### src/rtl/sleep_pkg.sv
package sleep_pkg;
  typedef enum logic [2:0] {
    SLP_AWAKE   = 3'd0,
    SLP_ENTER   = 3'd1,
    SLP_ASLEEP  = 3'd2,
    SLP_EXIT    = 3'd3,
    SLP_RECOVER = 3'd4
  } slp_state_t;
endpackage

### src/rtl/sleep_sync.sv
module sleep_sync #(
  parameter int STAGES = 2
) (
  input  logic clk,
  input  logic rst_n,
  input  logic async_in,
  output logic sync_out
);
  logic [STAGES-1:0] chain_q;

  generate
    for (genvar g = 0; g < STAGES; g++) begin : g_stage
      if (g == 0) begin : g_first
        always_ff @(posedge clk or negedge rst_n) begin
          if (!rst_n) chain_q[0] <= 1'b0;
          else        chain_q[0] <= async_in;
        end
      end else begin : g_next
        always_ff @(posedge clk or negedge rst_n) begin
          if (!rst_n) chain_q[g] <= 1'b0;
          else        chain_q[g] <= chain_q[g-1];
        end
      end
    end
  endgenerate

  assign sync_out = chain_q[STAGES-1];
endmodule

### src/rtl/sleep_dcnt.sv
module sleep_dcnt #(
  parameter int WIDTH = 3
) (
  input  logic             clk,
  input  logic             rst_n,
  input  logic             load,
  input  logic [WIDTH-1:0] load_val,
  output logic             zero
);
  logic [WIDTH-1:0] cnt_q;

  always_ff @(posedge clk or negedge rst_n) begin
    if (!rst_n)              cnt_q <= '0;
    else if (load)           cnt_q <= load_val;
    else if (cnt_q != '0)    cnt_q <= cnt_q - 1'b1;
  end

  assign zero = (cnt_q == '0);

  // after a load of value v, zero is reached exactly when v was zero or later
  p_dcnt_load_zero_r5: assert property (@(posedge clk) disable iff (!rst_n)
    (load && load_val == '0) |=> zero);
endmodule

### src/rtl/sleep_guard.sv
module sleep_guard
  import sleep_pkg::*;
(
  input  logic       clk,
  input  logic       rst_n,
  input  slp_state_t state,
  input  logic       sync_sleep,
  input  logic       cs_active,
  input  logic       strobe_proc,
  input  logic       strobe_ctrl,
  output logic       sel_now,
  output logic       proto_err
);
  logic any_sel;
  logic bad_recover;
  logic bad_entry;

  assign any_sel     = cs_active | strobe_proc | strobe_ctrl;
  assign sel_now     = cs_active & (strobe_proc | strobe_ctrl);
  assign bad_recover = (state == SLP_RECOVER) & any_sel;
  assign bad_entry   = (state == SLP_AWAKE) & sync_sleep & sel_now;

  always_ff @(posedge clk or negedge rst_n) begin
    if (!rst_n) proto_err <= 1'b0;
    else        proto_err <= bad_recover | bad_entry;
  end

  // an error pulse only follows a cycle spent awake or recovering
  p_err_phase_r7: assert property (@(posedge clk) disable iff (!rst_n)
    proto_err |-> ($past(state) == SLP_RECOVER || $past(state) == SLP_AWAKE));

  // an error raised from the awake phase needs a pending sleep request
  p_err_entry_cause_r8: assert property (@(posedge clk) disable iff (!rst_n)
    (proto_err && $past(state) == SLP_AWAKE) |-> $past(sync_sleep));
endmodule

### src/rtl/sleep_ctrl.sv
module sleep_ctrl
  import sleep_pkg::*;
#(
  parameter int SYNC_STAGES    = 2,
  parameter int ENTRY_CYCLES   = 2,
  parameter int EXIT_CYCLES    = 2,
  parameter int RECOVER_CYCLES = 4
) (
  input  logic clk,
  input  logic rst_n,
  input  logic sleep_pin,
  input  logic cs_active,
  input  logic strobe_proc,
  input  logic strobe_ctrl,
  output logic sleep_active,
  output logic access_inhibit,
  output logic proto_err
);
  localparam int MAX_A = (ENTRY_CYCLES > EXIT_CYCLES) ? ENTRY_CYCLES : EXIT_CYCLES;
  localparam int MAX_C = (MAX_A > RECOVER_CYCLES) ? MAX_A : RECOVER_CYCLES;
  localparam int CNT_W = $clog2(MAX_C + 1);
  localparam logic [CNT_W-1:0] LD_ENTRY = CNT_W'(ENTRY_CYCLES - 1);
  localparam logic [CNT_W-1:0] LD_EXIT  = CNT_W'(EXIT_CYCLES - 1);
  localparam logic [CNT_W-1:0] LD_REC   = CNT_W'(RECOVER_CYCLES - 1);

  slp_state_t       state_q, state_d;
  logic             sync_sleep;
  logic             sel_now;
  logic             cnt_load;
  logic [CNT_W-1:0] cnt_val;
  logic             cnt_zero;

  sleep_sync #(.STAGES(SYNC_STAGES)) u_sync (
    .clk      (clk),
    .rst_n    (rst_n),
    .async_in (sleep_pin),
    .sync_out (sync_sleep)
  );

  sleep_dcnt #(.WIDTH(CNT_W)) u_cnt (
    .clk      (clk),
    .rst_n    (rst_n),
    .load     (cnt_load),
    .load_val (cnt_val),
    .zero     (cnt_zero)
  );

  sleep_guard u_guard (
    .clk         (clk),
    .rst_n       (rst_n),
    .state       (state_q),
    .sync_sleep  (sync_sleep),
    .cs_active   (cs_active),
    .strobe_proc (strobe_proc),
    .strobe_ctrl (strobe_ctrl),
    .sel_now     (sel_now),
    .proto_err   (proto_err)
  );

  always_comb begin
    state_d  = state_q;
    cnt_load = 1'b0;
    cnt_val  = '0;
    unique case (state_q)
      SLP_AWAKE: begin
        if (sync_sleep && !sel_now) begin
          state_d  = SLP_ENTER;
          cnt_load = 1'b1;
          cnt_val  = LD_ENTRY;
        end
      end
      SLP_ENTER: begin
        if (!sync_sleep)   state_d = SLP_AWAKE;
        else if (cnt_zero) state_d = SLP_ASLEEP;
      end
      SLP_ASLEEP: begin
        if (!sync_sleep) begin
          state_d  = SLP_EXIT;
          cnt_load = 1'b1;
          cnt_val  = LD_EXIT;
        end
      end
      SLP_EXIT: begin
        if (sync_sleep) begin
          state_d = SLP_ASLEEP;
        end else if (cnt_zero) begin
          state_d  = SLP_RECOVER;
          cnt_load = 1'b1;
          cnt_val  = LD_REC;
        end
      end
      SLP_RECOVER: begin
        if (cnt_zero) state_d = SLP_AWAKE;
      end
      default: state_d = SLP_AWAKE;
    endcase
  end

  always_ff @(posedge clk or negedge rst_n) begin
    if (!rst_n) state_q <= SLP_AWAKE;
    else        state_q <= state_d;
  end

  assign sleep_active   = (state_q == SLP_ASLEEP) || (state_q == SLP_EXIT);
  assign access_inhibit = (state_q != SLP_AWAKE);

  // sleeping always implies blocked accesses
  p_inhibit_covers_sleep_r4: assert property (@(posedge clk) disable iff (!rst_n)
    sleep_active |-> access_inhibit);

  // sleep is reached only through the entry phase
  p_sleep_via_entry_r2: assert property (@(posedge clk) disable iff (!rst_n)
    $rose(sleep_active) |-> ($past(state_q) == SLP_ENTER || $past(state_q) == SLP_EXIT));

  // accesses are released only at the end of recovery or after an aborted entry
  p_release_path_r5: assert property (@(posedge clk) disable iff (!rst_n)
    $fell(access_inhibit) |-> ($past(state_q) == SLP_RECOVER || $past(state_q) == SLP_ENTER));

  // an aborted entry needs the synchronized request to have gone
  p_abort_cause_r3: assert property (@(posedge clk) disable iff (!rst_n)
    ($fell(access_inhibit) && $past(state_q) == SLP_ENTER) |-> !$past(sync_sleep));
endmodule

### config.mk
export PLATFORM = sky130hd
export DESIGN_NAME = sleep_ctrl
export DESIGN_NICKNAME = d
export VERILOG_FILES = /design/src/rtl/sleep_pkg.sv /design/src/rtl/sleep_sync.sv /design/src/rtl/sleep_dcnt.sv /design/src/rtl/sleep_guard.sv /design/src/rtl/sleep_ctrl.sv
export SDC_FILE = /design/constraint.sdc
export NUM_CORES = 1
export LEC_CHECK = 0
export ABC_AREA = 1
export BUFFER_PORTS_ARGS = -buffer_cell sky130_fd_sc_hd__buf_2
export CORE_AREA = 3 3 40 42
export DETAILED_ROUTE_END_ITERATION = 10
export DIE_AREA = 0 0 43 45
export MAX_ROUTING_LAYER = met4
export SLEW_MARGIN = 20
export SYNTH_ARGS = -nofsm -noshare
export SYNTH_HDL_FRONTEND = slang
export SYNTH_SLANG_ARGS = --single-unit
export TNS_END_PERCENT = 1
### constraint.sdc
create_clock -name clk -period 1.85 [get_ports clk]
set_input_delay 0.0925 -clock clk [delete_from_list [all_inputs] [get_ports clk]]
set_output_delay 0.0925 -clock clk [all_outputs]
set_load 0.03 [all_outputs]
==> impl_metrics.json <==
{
  "status": "complete, no violations",
  "slew_violations": 0,
  "power_mw": 1.094,
  "crit_path_end_kind": "output pin",
  "clock-sinks": 9,
  "worstHoldEndpoint": "u_guard.proto_err",
  "drc": 0,
  "layout_commonest_cell": "nand2_1",
  "synth-edff-count": 0,
  "final_antenna_net_count": 0,
  "cts_root_buf": "clkbuf_4",
  "syn2layout_area_growth_pct": 19.32,
  "r2r_end": "u_cnt.cnt_q[1]",
  "routed_wl_mm": 1.022,
  "dr.pass1.iters": 4,
  "syn-cell-area_um2": 550.5,
  "num_vias": 468,
  "reg2regPathDepth": 9,
  "grt.total_usage_pct": 12.33,
  "slew_headroom_pct": 80.36,
  "critPathArrivalTime_ns": 1.19,
  "avgRoutedWirePerCell_um": 10.32,
  "num_antenna_cells": 0,
  "synth-main-ff-cell": "dfrtp_1",
  "grt_pass1_wl_mm": 1.676,
  "die_area_mm2": 0.001935,
  "numCtsBuffers": 3,
  "post_cts_buffers": 0,
  "peakVddDrop_mv": 0.6604,
  "tns_ns": 0,
  "die_x_um": 43,
  "numPortBuffers": 8,
  "path_max_fanout": 6,
  "cts_resized": 0,
  "power_density_mw_per_mm2": 1665,
  "globalplace.congestion": 0.8962,
  "layout_common_cells": "nand2_1 (21), dfrtp_1 (9), buf_2 (8)",
  "core_mm2": 0.001285,
  "reg2reg_slack_ns": 0.60,
  "dp_hpwl_um": 814.3,
  "pin_count": 9,
  "cts_tree": "yes",
  "min_path_type": "input pin to flop",
  "worstSkewPairLatency_ns": 0.26,
  "synth_cell_types": 18,
  "htreeDepth": 1,
  "min_from": "cs_active",
  "cellLeakagePower_nw": 0.3522,
  "finalCriticalPeriod_ns": 1.285,
  "drive_above_1_share_pct": 32.14,
  "rsz0062_at_grt": "no",
  "grt_max_degree": 10,
  "die_h_um": 45,
  "async_flop_share_pct": 100.0,
  "hold_viol_final": 0,
  "vias_per_cell": 4.727,
  "start_kind": "flop",
  "setup_viol": 0,
  "synth_area_per_cell_um2": 7.865,
  "path_class": "flop to output pin",
  "drt_iter0_markers": 8,
  "ctsHoldBuffers": 2,
  "seq_area_frac_synth_pct": 40.91,
  "worstMarginPinSlew_ns": 0.2947,
  "timing.final.crit_share_pct": 69.48,
  "ys_ff_latch": 9,
  "antenna_found_initial": 0,
  "grt_pass1_vias": 415,
  "start_util_pct": 42.84,
  "syn_inst": 70,
  "drv_cap": 0,
  "clk_pin_slew_worst_paths_ns": 0.06,
  "rr_startpoint": "u_cnt.cnt_q[0]",
  "clock.fmax_ghz": 0.7780,
  "yosys_warnings": 0,
  "row_count": 13,
  "clock_skew_ns": 0.004523,
  "required_ns": 1.76,
  "clock_path_buffers": 2,
  "grt_overflow": 0,
  "syn_nets": 78,
  "fin_nets": 93,
  "min_path_cells": 3
}
-- stage by stage --
step	hold slack [ns]	instance area, um2	util [%]	setup slack, ns	cells
final	0.1214	656.9	51.12	0.5646	99
after detailed placement	-0.05016	609.3	47.42	0.6210	93
after floorplan	-0.2031	550.5	-	0.6230	70
after global placement	-0.04800	609.3	47.42	0.6231	93
after CTS	0.1223	656.9	51.12	0.5665	99
after global routing	0.1293	656.9	51.12	0.4977	99
-- Yosys cell counts (2+ instances only) --
library cell | number | area (um2)
nand2_1 | 21 | 78.83
dfrtp_1 | 9 | 225.2
inv_1 | 7 | 26.28
inv_2 | 4 | 15.01
nand3_1 | 4 | 20.02
nand4_1 | 4 | 25.02
nor2_2 | 4 | 25.02
ha_1 | 2 | 25.02
nand2_2 | 2 | 12.51
nand3_2 | 2 | 20.02
nor2_1 | 2 | 7.510
nor2_4 | 2 | 22.52
nor3_1 | 2 | 10.01
-- report_power, final --
part	total [mW]	switching, mW	internal, mW	leakage [nW]
sequential	0.331	0.0684	0.263	0.112
clock	0.149	0.0691	0.0797	0.0177
combinational	0.614	0.389	0.225	0.223
total	1.09	0.526	0.568	0.352
-- kinds of logic (layout without fill, tap and decap cells) --
kind of cell	Yosys count	count (layout)	share of synthesized area, %
AO/OA/AOI/OAI	3	3	3.408
XOR/XNOR	1	1	1.591
adder cells (fa/ha/maj)	2	2	4.545
buffers and inverters	11	25	7.500
flip-flops	9	9	40.91
AND/OR/NAND/NOR	44	44	42.05
-- worst max-delay path by stage --
| stage | slack [ns] | endpoint | cells past startpoint | startpoint |
|---|---|---|---|---|
| 2_1_floorplan | 0.62 | u_cnt.cnt_q[1] | 8 | state_q[0] |
| 3_3_place_gp | 0.62 | u_cnt.cnt_q[1] | 9 | u_cnt.cnt_q[1] |
| 3_5_place_dp | 0.62 | u_cnt.cnt_q[1] | 9 | u_cnt.cnt_q[0] |
| 4_1_cts | 0.57 | access_inhibit | 3 | state_q[0] |
| 5_1_grt | 0.50 | u_cnt.cnt_q[1] | 9 | u_cnt.cnt_q[1] |
| 6_report | 0.56 | access_inhibit | 3 | state_q[0] |
-- layer usage --
layer | track usage [%] | routed length (um) | vias to the layer above
met5 | - | 0 | -
met4 | 9.036 | 9 | 0
met3 | 1.195 | 48 | 2
met2 | 18.26 | 418 | 10
met1 | 15.71 | 546 | 204
li1 | - | - | 252
-- registers in the layout, indices dropped and copies added, names as in the netlist --
signal,flops
state_q,3
u_cnt.cnt_q,3
u_guard.proto_err,1
u_sync.chain_q,1
u_sync.sync_out,1
-- area by class of cell --
class                   instances  area (um2)
fillers                       136       628.1
clock inverters                 1       5.005
well taps                      15       18.77
flip-flops and latches          9       225.2
inverters                      11       41.29
clock buffers                   3       22.52
multi-input cells              50       284.0
repair buffers                 10       60.06
-- critical path: stages, from the launching register on --
cell     delay, ns
dfrtp_1       0.47
nor2_4        0.19
nand2_2       0.09
buf_2         0.18
No activity file was read; power rests on OpenSTA's default activity.
